--- config.mk ---
export PLATFORM = sky130hd
export DESIGN_NAME = pin_drive_oneshot
export DESIGN_NICKNAME = d
export VERILOG_FILES = /design/src/rtl/pin_drive_pkg.sv /design/src/rtl/pin_edge_track.sv /design/src/rtl/pin_burst_timer.sv /design/src/rtl/pin_pad_decode.sv /design/src/rtl/pin_drive_oneshot.sv
export SDC_FILE = /design/constraint.sdc
export NUM_CORES = 1
export LEC_CHECK = 0
export BUFFER_PORTS_ARGS = -buffer_cell sky130_fd_sc_hd__buf_2
export CAP_MARGIN = 20
export CORE_MARGIN = 3
export CORE_UTILIZATION = 40
export DETAILED_ROUTE_END_ITERATION = 8
export HOLD_SLACK_MARGIN = 0.1
export SYNTH_ARGS = -nofsm -noshare
export SYNTH_HDL_FRONTEND = slang
export SYNTH_HIERARCHICAL = 1
export SYNTH_SLANG_ARGS = --single-unit
--- constraint.sdc ---
create_clock -name clk -period 2.53 [get_ports clk]
set_input_delay 0.506 -clock clk [delete_from_list [all_inputs] [get_ports clk]]
set_output_delay 0.506 -clock clk [all_outputs]
set_load 0.01 [all_outputs]
--- src/rtl/pin_drive_pkg.sv ---
package pin_drive_pkg;

   localparam logic MODE_IO  = 1'b0;
   localparam logic MODE_BUS = 1'b1;

   typedef struct packed {
      logic pd;
      logic spu;
      logic wpu;
   } pad_drive_t;

   function automatic int larger_of(input int a, input int b);
      return (a > b) ? a : b;
   endfunction

endpackage

--- src/rtl/pin_edge_track.sv ---
module pin_edge_track
   import pin_drive_pkg::*;
(
   input  logic clk,
   input  logic rst_n,
   input  logic val,
   input  logic mode,
   input  logic capable,
   output logic trig,
   output logic same_mode
);

   logic prev_val;
   logic prev_mode;

   always_ff @(posedge clk or negedge rst_n) begin
      if (!rst_n) begin
         prev_val  <= 1'b1;
         prev_mode <= MODE_IO;
      end else begin
         prev_val  <= val;
         prev_mode <= mode;
      end
   end

   assign same_mode = (mode == prev_mode);
   assign trig      = capable & val & ~prev_val & same_mode;


   mode_switch_no_trig_chk: assert property (@(posedge clk) disable iff (!rst_n)
      (mode != $past(mode)) |-> !trig);

endmodule

--- src/rtl/pin_burst_timer.sv ---
module pin_burst_timer #(
   parameter int IO_PULSE     = 2,
   parameter int STROBE_PULSE = 1
) (
   input  logic clk,
   input  logic rst_n,
   input  logic trig,
   input  logic hold,
   input  logic short_sel,
   output logic active
);
   import pin_drive_pkg::*;

   localparam int MAXP = larger_of(IO_PULSE, STROBE_PULSE);
   localparam int CW   = $clog2(MAXP + 1);
   localparam logic [CW-1:0] IO_LOAD  = CW'(IO_PULSE - 1);
   localparam logic [CW-1:0] STB_LOAD = CW'(STROBE_PULSE - 1);
   localparam logic [CW-1:0] CNT_MAX  = CW'(MAXP - 1);

   logic [CW-1:0] cnt;
   logic [CW-1:0] cnt_nxt;

   always_comb begin
      if (trig)
         cnt_nxt = short_sel ? STB_LOAD : IO_LOAD;
      else if (active && hold)
         cnt_nxt = cnt - 1'b1;
      else
         cnt_nxt = '0;
   end

   always_ff @(posedge clk or negedge rst_n) begin
      if (!rst_n) cnt <= '0;
      else        cnt <= cnt_nxt;
   end

   assign active = (cnt != '0);


   no_overflow_chk: assert property (@(posedge clk) disable iff (!rst_n)
      cnt <= CNT_MAX);


   count_down_chk: assert property (@(posedge clk) disable iff (!rst_n)
      (active && !trig) |=> (cnt < $past(cnt)));

endmodule

--- src/rtl/pin_pad_decode.sv ---
module pin_pad_decode
   import pin_drive_pkg::*;
(
   input  logic       val,
   input  logic       capable,
   input  logic       trig,
   input  logic       burst_live,
   output pad_drive_t drive
);

   always_comb begin
      drive.pd  = ~val;
      drive.wpu = val;
      drive.spu = capable ? (trig | burst_live) : val;
   end

endmodule

--- src/rtl/pin_drive_oneshot.sv ---
module pin_drive_oneshot #(
   parameter int PINS         = 8,
   parameter int IO_PULSE     = 2,
   parameter int STROBE_PULSE = 1
) (
   input  logic            clk,
   input  logic            rst_n,
   input  logic [PINS-1:0] port_latch,
   input  logic [PINS-1:0] bus_sel,
   input  logic [PINS-1:0] bus_dout,
   input  logic [PINS-1:0] strobe_flag,
   output logic [PINS-1:0] pull_down_en,
   output logic [PINS-1:0] strong_up_en,
   output logic [PINS-1:0] weak_up_en
);
   import pin_drive_pkg::*;

   if (PINS < 1)         begin : g_bad_pins  $error("PINS must be at least 1");         end
   if (IO_PULSE < 1)     begin : g_bad_io    $error("IO_PULSE must be at least 1");     end
   if (STROBE_PULSE < 1) begin : g_bad_stb   $error("STROBE_PULSE must be at least 1"); end

   for (genvar i = 0; i < PINS; i++) begin : g_pin
      logic       val;
      logic       capable;
      logic       trig;
      logic       same_mode;
      logic       active;
      logic       keep;
      pad_drive_t drive;

      assign val     = (bus_sel[i] == MODE_BUS) ? bus_dout[i] : port_latch[i];
      assign capable = (bus_sel[i] == MODE_IO) | strobe_flag[i];
      assign keep    = val & same_mode & capable;

      pin_edge_track u_edge (
         .clk       (clk),
         .rst_n     (rst_n),
         .val       (val),
         .mode      (bus_sel[i]),
         .capable   (capable),
         .trig      (trig),
         .same_mode (same_mode)
      );

      pin_burst_timer #(
         .IO_PULSE     (IO_PULSE),
         .STROBE_PULSE (STROBE_PULSE)
      ) u_timer (
         .clk       (clk),
         .rst_n     (rst_n),
         .trig      (trig),
         .hold      (keep),
         .short_sel (bus_sel[i] & strobe_flag[i]),
         .active    (active)
      );

      pin_pad_decode u_dec (
         .val        (val),
         .capable    (capable),
         .trig       (trig),
         .burst_live (active & keep),
         .drive      (drive)
      );

      assign pull_down_en[i] = drive.pd;
      assign strong_up_en[i] = drive.spu;
      assign weak_up_en[i]   = drive.wpu;


      zero_drive_chk: assert property (@(posedge clk) disable iff (!rst_n)
         ((bus_sel[i] ? bus_dout[i] : port_latch[i]) == 1'b0)
            |-> (pull_down_en[i] && !strong_up_en[i] && !weak_up_en[i]));


      no_switch_pulse_chk: assert property (@(posedge clk) disable iff (!rst_n)
         (!bus_sel[i] && $past(bus_sel[i])) |-> !strong_up_en[i]);


      bus_follow_chk: assert property (@(posedge clk) disable iff (!rst_n)
         (bus_sel[i] && !strobe_flag[i]) |-> (strong_up_en[i] == bus_dout[i]));


      drive_exclusive_chk: assert property (@(posedge clk) disable iff (!rst_n)
         !(pull_down_en[i] && (strong_up_en[i] || weak_up_en[i])));

      if (STROBE_PULSE == 1) begin : g_stb_one

         strobe_single_chk: assert property (@(posedge clk) disable iff (!rst_n)
            (bus_sel[i] && strobe_flag[i] && $past(bus_sel[i]) && $past(strong_up_en[i])
               && bus_dout[i]) |-> !strong_up_en[i]);
      end
   end

endmodule

After elaboration in Yosys (flattened, before gate mapping)
Cells that the tools add are included. W data, S select, Z words.

Register bits after elaboration: 32. Latch bits: 0. Bits in writable memories: 0. Memory bits (read-only): 0. Word-level logic and storage cells: 192. Memories kept: 0.

Add/subtract/negate cells: 8. Multiply operators: 0. Div/mod/pow operators: 0. $lt $le $gt $ge: 0. Equal/unequal tests: 8. Shift operators: 0. Mux-type cells: 40. Bitwise gates (word level): 96. Reduce and logical (&&, ||, !) cells: 16.

Operators by type and width (number): $and A1 B1 Y1 (56); $mux W2 (16); $mux W1 (24); $not A1 Y1 (24); $or A1 B1 Y1 (16); $reduce_bool A2 Y1 (8); $sub A2 B1 Y2 const B (8); $eq A1 B1 Y1 (8); $logic_and A1 B1 Y1 (8).

Depth between registers and ports, before layout
Gate-level depths: netlist of the first run.

Depth after elaboration: 7. Depth in mapped cells: 7.

Hierarchy
Netlist of the first run, hierarchy kept.

By module, submodules not included: pin_burst_timer (instances 8, cells each 10, area each 103.8 um^2, seq. area each 50.0 um^2); pin_edge_track (instances 8, cells each 4, area each 70.1 um^2, seq. area each 51.3 um^2); pin_drive_oneshot (instances 1, cells each 72, area each 550.5 um^2, seq. area each 0.0 um^2); pin_pad_decode (instances 8, cells each 4, area each 21.3 um^2, seq. area each 0.0 um^2).

Worst setup path after synthesis of the first run
No wires, ideal clock.

Path kind: input -> output. From: input port bus_sel[0]. To: output port strong_up_en[0]. Arrival time: 1.189 ns. Data required time: 2.024 ns. Path slack: 0.835 ns. Cell stages on the path: 5. Path buffers: 0. Path through: nand2b_4 > nand2_1 > and4b_1 > o21ai_1 > o21ai_1.

Elaborated cells on any way between the ends: 12. Classes of those cells: eq/ne: 1; mux: 2; bitwise: 9.

RTL lines: from (decl) (RTL line pin_drive_oneshot.sv:9) `input logic [PINS-1:0] bus_sel,`; $mux W1 (RTL line pin_drive_oneshot.sv:31) `assign val = (bus_sel[i] == MODE_BUS) ? bus_dout[i] : port_latch[i];`; net g_pin[0].val (RTL line pin_drive_oneshot.sv:23) `logic val;`; $and A1 B1 Y1 (3 in series) (RTL line pin_edge_track.sv:27) `assign trig = capable & val & ~prev_val & same_mode;`; net g_pin[0].trig (RTL line pin_drive_oneshot.sv:25) `logic trig;`; $or A1 B1 Y1 (RTL line pin_pad_decode.sv:14) `drive.spu = capable ? (trig | burst_live) : val;`; $mux W1 (RTL line pin_pad_decode.sv:14); to (decl) (RTL line pin_drive_oneshot.sv:13) `output logic [PINS-1:0] strong_up_en,`.

The timed path passes the listed nets, and every way through them passes these cells.

Worst setup path after layout of the first run
From: input port bus_sel[1]. To: output port strong_up_en[1].

Longest elaborated chain between the ends: 7. Elaborated cells on any way between the ends: 12. Classes of those cells: eq/ne: 1; mux: 2; bitwise: 9.

RTL lines: $not A1 Y1 (RTL line pin_drive_oneshot.sv:32) `assign capable = (bus_sel[i] == MODE_IO) | strobe_flag[i];`; $or A1 B1 Y1 (RTL line pin_drive_oneshot.sv:32); $and A1 B1 Y1 (2 in series) (RTL line pin_edge_track.sv:27); $and A1 B1 Y1 * (RTL line pin_edge_track.sv:27); net g_pin[1].trig (RTL line pin_drive_oneshot.sv:25); $or A1 B1 Y1 * (RTL line pin_pad_decode.sv:14); $mux W1 * (RTL line pin_pad_decode.sv:14).

Mark *: on every way through the listed nets, which the timed path passes. The rest lies on a longest branch.

==> results.cfg, run 1 <==
[outcome]
status = finished clean

[setup_path]
path_cells = buf_2 > nand2b_4 > nand2_1 > and4b_1 > o21ai_1 > o21ai_1 > buf_2
slowest_delay_ns = 0.29
reg2reg_slack_ns = 1.34
critPathKind = in -> out
reg2reg_depth = 4
cp.arrival_ns = 1.51
endpoint = strong_up_en[1]
slowest_stage = and4b_1
endpoint_kind = primary output
cp_max_fo = 7
r2r-end = g_pin[2].u_timer/cnt[0]
crit_start = bus_sel[1]
crit_required_ns = 2.02
rr_startpoint = g_pin[2].u_edge/prev_mode
worstSetupStartpointType = input port

[route]
viasPerCell = 4.57
drt-wirelength-per-cell_um = 10.8
wirelength_um = 3660
antenna_left = 0
drt_iter0_markers = 74
first_pass_iters = 4
num_vias = 1554
drcViolationCount = 0

[floorplan]
start_util_pct = 43.0
core_um2 = 4910
die_area_um2 = 6190
core.rowCount = 25
dieHeight_um = 78.7
io_pins = 58
chipWidth_um = 78.7

[synthesis]
ys_seq_area_share_pct = 38.4
syn_nets = 258
ys_types = 17
synth_area_um2 = 2110
synth_cells = 216
synth_seq_cells = 32
avgSynthCellArea_um2 = 9.78
yosys_warnings = 6

[pwr]
internal_power_mw = 0.885
p_leak_nw = 1.24
p_switching_mw = 0.328
power_density_nw_per_um2 = 483
power_mw = 1.21
peakVddDrop_mv = 0.405
clockPowerShare_pct = 32.6
pwr-share-seq_pct = 45.9
combPwrFrac_pct = 21.5
swShare_pct = 27.0

[timing]
min_period_ns = 2.02
clock_skew_ns = 0.00540
slew_headroom_pct = 52.1
rsz0062_at_grt = no
max_freq_ghz = 0.495
maxSlewViolCount = 0
finalHoldViolations = 0
period_share_pct = 79.9
worstMarginPinSlew_ns = 0.719
setup_violations = 0
tns_ns = 0
hold_slack_ns = 0.277

[cts]
cts_buffers = 5
post_cts_buffers = 0
h-tree-depth = 2
clkTransAtPathRegs_ns = 0.07
clkLatencyLatePin_ns = 0.28
post_cts_resized = 0
holdBufCountCts = 0
cts_buffer_depth = 2
cts_tree = done
cts_root_buffer = clkbuf_8
clock-sinks = 32

[cells_and_area]
nets = 314
final_common_cell = buf_2
final_cell_mix = buf_2, inv_1, nand2_1, nand2b_1, dfrtp_1
final_util_pct = 51.1
antenna_cells = 0
final_cells = 340
layout-drive-gt1-share_pct = 43.6
area_growth_pct = 18.9

[global_routing]
grt_first_pass_wirelength_um = 6460
track_usage_pct = 12.8
grt_start_max_net_pins = 33
overflow = 0
grt_pass1_vias = 1489
antenna_found_initial = 0

[place]
io_buffers = 57
gp_congestion = 0.796
dp_cells = 332
dp_hpwl_um = 2870

[worst_hold_path]
worstHoldPathType = in -> async

[run]
cap_violations = 0
## worst max-delay path: cells and delay by family
| family | cells | cell delay, ns |
|---|---|---|
| compound gates | 2 | 0.15 |
| buf+inv | 2 | 0.30 |
| simple gates | 3 | 0.56 |
## worst min path at each step
stage	depth (start not counted)	slack [ns]	start	end
2_1_floorplan	0	0.21	rst_n	g_pin[0].u_edge/prev_mode
3_3_place_gp	1	0.46	g_pin[0].u_timer/cnt[0]	g_pin[0].u_timer/cnt[0]
3_5_place_dp	1	0.46	g_pin[5].u_timer/cnt[0]	g_pin[5].u_timer/cnt[0]
4_1_cts	1	0.31	rst_n	g_pin[3].u_edge/prev_mode
5_1_grt	1	0.34	rst_n	g_pin[3].u_edge/prev_mode
6_report	1	0.28	rst_n	g_pin[3].u_edge/prev_mode
## metal layers
| layer | vias up | track usage, % | wire, um |
|---|---|---|---|
| met5 | - | 0 | 0 |
| met4 | 0 | 4.72 | 49 |
| met3 | 6 | 3.21 | 199 |
| met2 | 39 | 20.3 | 1590 |
| met1 | 690 | 16.9 | 1820 |
| li1 | 819 | - | - |
## cell families after synthesis
logic type                 after synthesis  share of synthesized area, %
DFF                                     32                          38.4
and+or+nand+nor                         88                          28.9
buffers and inverters                   40                          8.53
AOI/OAI and AO/OA                       40                          16.1
adders and majority gates                8                          4.74
xor gates and xnor gates                 8                          3.32
## stage by stage
step | worst slack [ns] | area [um^2]
finish | 0.509 | 2510
global route | 0.381 | 2510
CTS | 0.484 | 2510
detailed placement | 0.488 | 2420
global placement | 0.496 | 2420
floorplan | 0.835 | 2110
## sequential cells by signal, indices dropped and copies added (netlist names)
name / cells
g_pin.u_timer/cnt: 16
g_pin.u_edge/prev_mode: 8
g_pin.u_edge/prev_val: 8
## synthesized netlist by cell type
master / n / share of area [%]
nor3_1: 8 / 1.9
nand2_1: 24 / 4.3
nand2b_1: 24 / 7.1
xnor2_1: 8 / 3.3
buf_4: 8 / 2.8
nand2b_4: 8 / 5.2
o31ai_2: 8 / 4.7
dfstp_2: 8 / 10
o21ai_1: 16 / 3.8
nand3_2: 8 / 3.8
and4b_1: 8 / 3.8
a21oi_2: 8 / 3.3
a21boi_2: 8 / 4.3
dfrtp_1: 24 / 28
and2_2: 8 / 2.8
inv_1: 32 / 5.7
ha_1: 8 / 4.7
## layout make-up
cell class                 instances  area (um^2)
clock buffer                       8         90.1
fill                             453         2400
inverter                          32          120
multi-input combinational        144         1120
sequential                        32          811
tap                               67         83.8
timing repair buffer              57          285
## power by group through the flow
stage	Combinational, mW	Sequential [mW]	Clock [mW]
6_report	0.261	0.557	0.395
5_1_grt	0.296	0.559	0.438
4_1_cts	0.266	0.557	0.416
3_5_place_dp	0.264	0.565	0
3_3_place_gp	0.265	0.565	0
2_1_floorplan	0.172	0.563	0
No activity file was read; power rests on OpenSTA's default activity.
==> run 2, diff against run 1 <==
- clock period: 2.53 -> 2.07 ns (I/O delays scaled with it)
==> run 2 against run 1 <==
Net effect:
- register-to-register slack worse by 0.46 ns
- worst setup slack worse by 0.36 ns
- sequential cell count unchanged
- clock power increased by 47%
- hold slack got worse by 0.089 ns
- total power is 30% higher
- clock skew is 0.0015 ns lower
- cell count did not move
- sequential power rose by 22%
- first-iteration DRC count down 38%
==> results.cfg, run 2 (synthesis gave the netlist of run 1 again) <==
[global_routing]
grt_start_max_net_pins = 33
grt_first_pass_wirelength_um = 6680
grt_pass1_vias = 1532
track_usage_pct = 13.4
overflow = 0
antenna_found_initial = 0

[cts]
post_cts_buffers = 0
clock-sinks = 32
clkTransAtPathRegs_ns = 0.06
cts_root_buffer = clkbuf_8
cts_buffers = 5
cts_buffer_depth = 2
holdBufCountCts = 0
h-tree-depth = 2
cts_tree = done
clkLatencyLatePin_ns = 0.28
post_cts_resized = 0

[cells_and_area]
area_growth_pct = 19.7
layout-drive-gt1-share_pct = 44.0
nets = 314
final_cell_mix = buf_2, inv_1, nand2_1, nand2b_1, dfrtp_1
antenna_cells = 0
reg_top3 = g_pin.u_timer/cnt x16, g_pin.u_edge/prev_mode x8, g_pin.u_edge/prev_val x8
largest_reg_flops = 16
final_area_um2 = 2530
final_common_cell = buf_2
fillerInstances = 485
regMostFlops = g_pin.u_timer/cnt

[floorplan]
core_um2 = 4910
start_util_pct = 43.0
dieHeight_um = 78.7
core.rowCount = 25
die_area_um2 = 6190
io_pins = 58
chipWidth_um = 78.7

[timing]
max_freq_ghz = 0.520
setup_violations = 0
min_period_ns = 1.92
slew_headroom_pct = 52.2
tns_ns = 0
setup_ws_ns = 0.148
period_share_pct = 92.9
finalHoldViolations = 0
rsz0062_at_grt = no
clock_skew_ns = 0.00394
maxSlewViolCount = 0
worstMarginPinSlew_ns = 0.717

[route]
drt-wirelength-per-cell_um = 11.0
first_pass_iters = 4
antenna_left = 0
drcViolationCount = 0
viasPerCell = 4.59
num_vias = 1561
wirelength_um = 3740
drt_iter0_markers = 46

[pwr]
power_mw = 1.58
peakVddDrop_mv = 0.325
power_density_nw_per_um2 = 626
p_leak_nw = 1.25

[setup_path]
cpMostUsedCell = o21ai_1
crit_buf_inv = 1
crit_start = g_pin[1].u_edge/prev_mode
cp_max_fo = 4
r2r-end = g_pin[1].u_timer/cnt[0]
worstSetupStartpointType = flop
slowest_stage = dfrtp_1
crit_required_ns = 1.66
reg2reg_depth = 4
cp.arrival_ns = 1.51
path_delay_family = flip-flops
critPathKind = reg -> out
endpoint_kind = primary output
path_cells = xnor2_1 > and4b_1 > o21ai_1 > o21ai_1 > buf_2
slowest_delay_ns = 0.37
rr_startpoint = g_pin[1].u_edge/prev_mode
reg2reg_slack_ns = 0.88

[place]
pre_cts_slack_ns = 0.197
postPlaceCellArea_um2 = 2420
gp_congestion = 0.802
dp_hpwl_um = 2930
io_buffers = 57

[worst_hold_path]
worstHoldPathType = in -> async

[run]
cap_violations = 0

[outcome]
status = finished clean
run 2: cell count changes in the layout (fill, tap and decap cells not counted):
cell       previous run  this run
clkbuf_1              2         1
clkinv_2              0         1
bufinv_16             0         1
clkbuf_8              6         5
run 2: area by class of cell:
| cell class | count | area, um^2 | area share, % |
|---|---|---|---|
| sequential | 32 | 811 | 32.1 |
| multi-input combinational | 144 | 1120 | 44.3 |
| timing repair buffer | 57 | 285 | 11.3 |
| clock buffer | 6 | 72.6 | 2.87 |
| clock inverter | 2 | 35.0 | 1.39 |
| tap | 67 | 83.8 | 3.32 |
| inverter | 32 | 120 | 4.75 |
run 2: worst max-delay path by stage:
stage	end	slack (ns)	cells past startpoint
global placement	strong_up_en[1]	0.22	7
global route	strong_up_en[5]	0.01	5
finish	strong_up_en[1]	0.15	5
detailed placement	strong_up_en[1]	0.20	7
floorplan	strong_up_en[0]	0.56	5
CTS	strong_up_en[1]	0.12	5
run 2: power breakdown:
part           leakage (nW)  switching (mW)  internal (mW)
Combinational         0.793           0.176          0.144
Sequential            0.398          0.0135          0.667
Clock                0.0552           0.225          0.357
Total                  1.25           0.414           1.17
run 2: metrics by stage:
step	util, %	hold WS (ns)	cells
final	51.5	0.187	340
after global routing	51.5	0.253	340
after global placement	49.3	0.460	332
after detailed placement	49.3	0.463	332
after floorplan	-	0.118	216
after CTS	51.5	0.210	340
run 2: metal layers:
layer	vias to the layer above	track usage, %	routed length, um
met4	0	4.72	48
met1	698	17.3	1780
met2	41	21.6	1710
met3	6	3.21	194
met5	-	0	0
li1	816	-	-
==> run 3, diff against run 2 <==
- CORE_ASPECT_RATIO: default -> 0.5
==> run 3 against run 2 <==
Net effect:
- register-to-register slack about the same
- clock-buffer cell count increased by 1
- non-clock buffer count unchanged
- critical endpoint is now strong_up_en[7]
- critical path type unchanged
- largest power group unchanged
- clock power is 13% higher
- clock skew decreased by 0.0011 ns
- sequential share of layout area fell by 0.22 points
==> results.cfg, run 3 (synthesis gave the netlist of run 1 again) <==
[outcome]
status = finished clean

[route]
drt_iter0_markers = 48
num_vias = 1554
first_pass_iters = 4
drt-wirelength-per-cell_um = 10.4
viasPerCell = 4.58
drcViolationCount = 0
antenna_left = 0
wirelength_um = 3540

[global_routing]
grt_pass1_vias = 1559
overflow = 0
grt_first_pass_wirelength_um = 6440
antenna_found_initial = 0
grt_start_max_net_pins = 33
track_usage_pct = 12.8

[cells_and_area]
final_cell_mix = buf_2, inv_1, nand2_1, nand2b_1, dfrtp_1
area_growth_pct = 20.6
multi_input_area_um2 = 1120
largest_reg_flops = 16
antenna_cells = 0
final_common_cell = buf_2
seqCellArea_um2 = 811
regMostFlops = g_pin.u_timer/cnt
layout-drive-gt1-share_pct = 44.3
nets = 314
reg_top3 = g_pin.u_timer/cnt x16, g_pin.u_edge/prev_mode x8, g_pin.u_edge/prev_val x8
fillerInstances = 449
final_area_um2 = 2550

[timing]
rsz0062_at_grt = no
min_period_ns = 1.90
finalHoldViolations = 0
clock_skew_ns = 0.00287
max_freq_ghz = 0.525
slew_headroom_pct = 53.2
period_share_pct = 91.9
worstMarginPinSlew_ns = 0.703
setup_violations = 0
tns_ns = 0
maxSlewViolCount = 0

[cts]
post_cts_resized = 0
h-tree-depth = 2
clkTransAtPathRegs_ns = 0.07
cts_buffers = 5
cts_tree = done
clkLatencyLatePin_ns = 0.28
holdBufCountCts = 0
cts_buffer_depth = 2
clock-sinks = 32
post_cts_buffers = 0
cts_root_buffer = clkbuf_8

[setup_path]
cp_max_fo = 4
worstSetupStartpointType = flop
crit_required_ns = 1.66
cp.arrival_ns = 1.49
endpoint_kind = primary output
critPathKind = reg -> out

[run]
cap_violations = 0

[pwr]
p_leak_nw = 1.25
peakVddDrop_mv = 0.313
power_density_nw_per_um2 = 649

[place]
dp_hpwl_um = 2780
postPlaceCellArea_um2 = 2420
gp_congestion = 0.740
io_buffers = 57

[floorplan]
dieHeight_um = 57.4
core_um2 = 4720
core.rowCount = 17
chipWidth_um = 109
io_pins = 58
start_util_pct = 44.7
die_area_um2 = 6240

[worst_hold_path]
worstHoldPathType = in -> async
-- run 3: worst paths after layout --
check | from | endpoint | slack [ns] | cells past startpoint
worst max-delay path | g_pin[7].u_edge/prev_mode | strong_up_en[7] | 0.17 | 5
worst min-delay path | rst_n | g_pin[1].u_edge/prev_mode | 0.18 | 1
worst max register to register | g_pin[7].u_edge/prev_mode | g_pin[7].u_timer/cnt[0] | 0.89 | 4
worst min register to register | g_pin[7].u_timer/cnt[0] | g_pin[7].u_timer/cnt[0] | 0.47 | 1
max in group asynchronous | rst_n | g_pin[5].u_edge/prev_mode | 1.44 | 1
min in group clk | bus_sel[2] | g_pin[2].u_edge/prev_mode | 0.32 | 1
-- run 3: layout make-up --
type	instances	share of cell area, %
multi-input cells	144	44.0
flip-flops and latches	32	31.8
repair buffers	57	11.2
inverters	32	4.72
clock buffers	7	3.78
well taps	66	3.24
clock inverters	1	1.18
-- run 3: power breakdown --
| group | switching, mW | internal (mW) | leakage [nW] |
|---|---|---|---|
| registers | 0.0129 | 0.666 | 0.398 |
| logic | 0.173 | 0.144 | 0.793 |
| clock network | 0.232 | 0.425 | 0.0645 |
-- run 3: through the flow --
stage	setup WS [ns]	util (%)	cells	hold slack [ns]	power [mW]
final	0.167	53.9	339	0.180	1.65
after global routing	0.0106	53.9	339	0.237	1.75
after CTS	0.144	53.9	339	0.210	1.68
after detailed placement	0.234	51.2	331	0.458	1.01
after global placement	0.249	51.2	331	0.458	1.01
after floorplan	0.559	-	216	0.118	0.898
-- run 3: worst max-delay path, stage by stage (launching register included) --
cell and delay [ns]:
dfrtp_1 0.37, xnor2_1 0.24, and4b_1 0.32, o21ai_1 0.08, o21ai_1 0.07, buf_2 0.14
-- run 3: per-layer routing --
| layer | wire length [um] | GRT usage (%) |
|---|---|---|
| met4 | 15 | 4.32 |
| met2 | 1700 | 21.4 |
| met5 | 0 | 0 |
| met3 | 188 | 3.73 |
| met1 | 1630 | 15.9 |
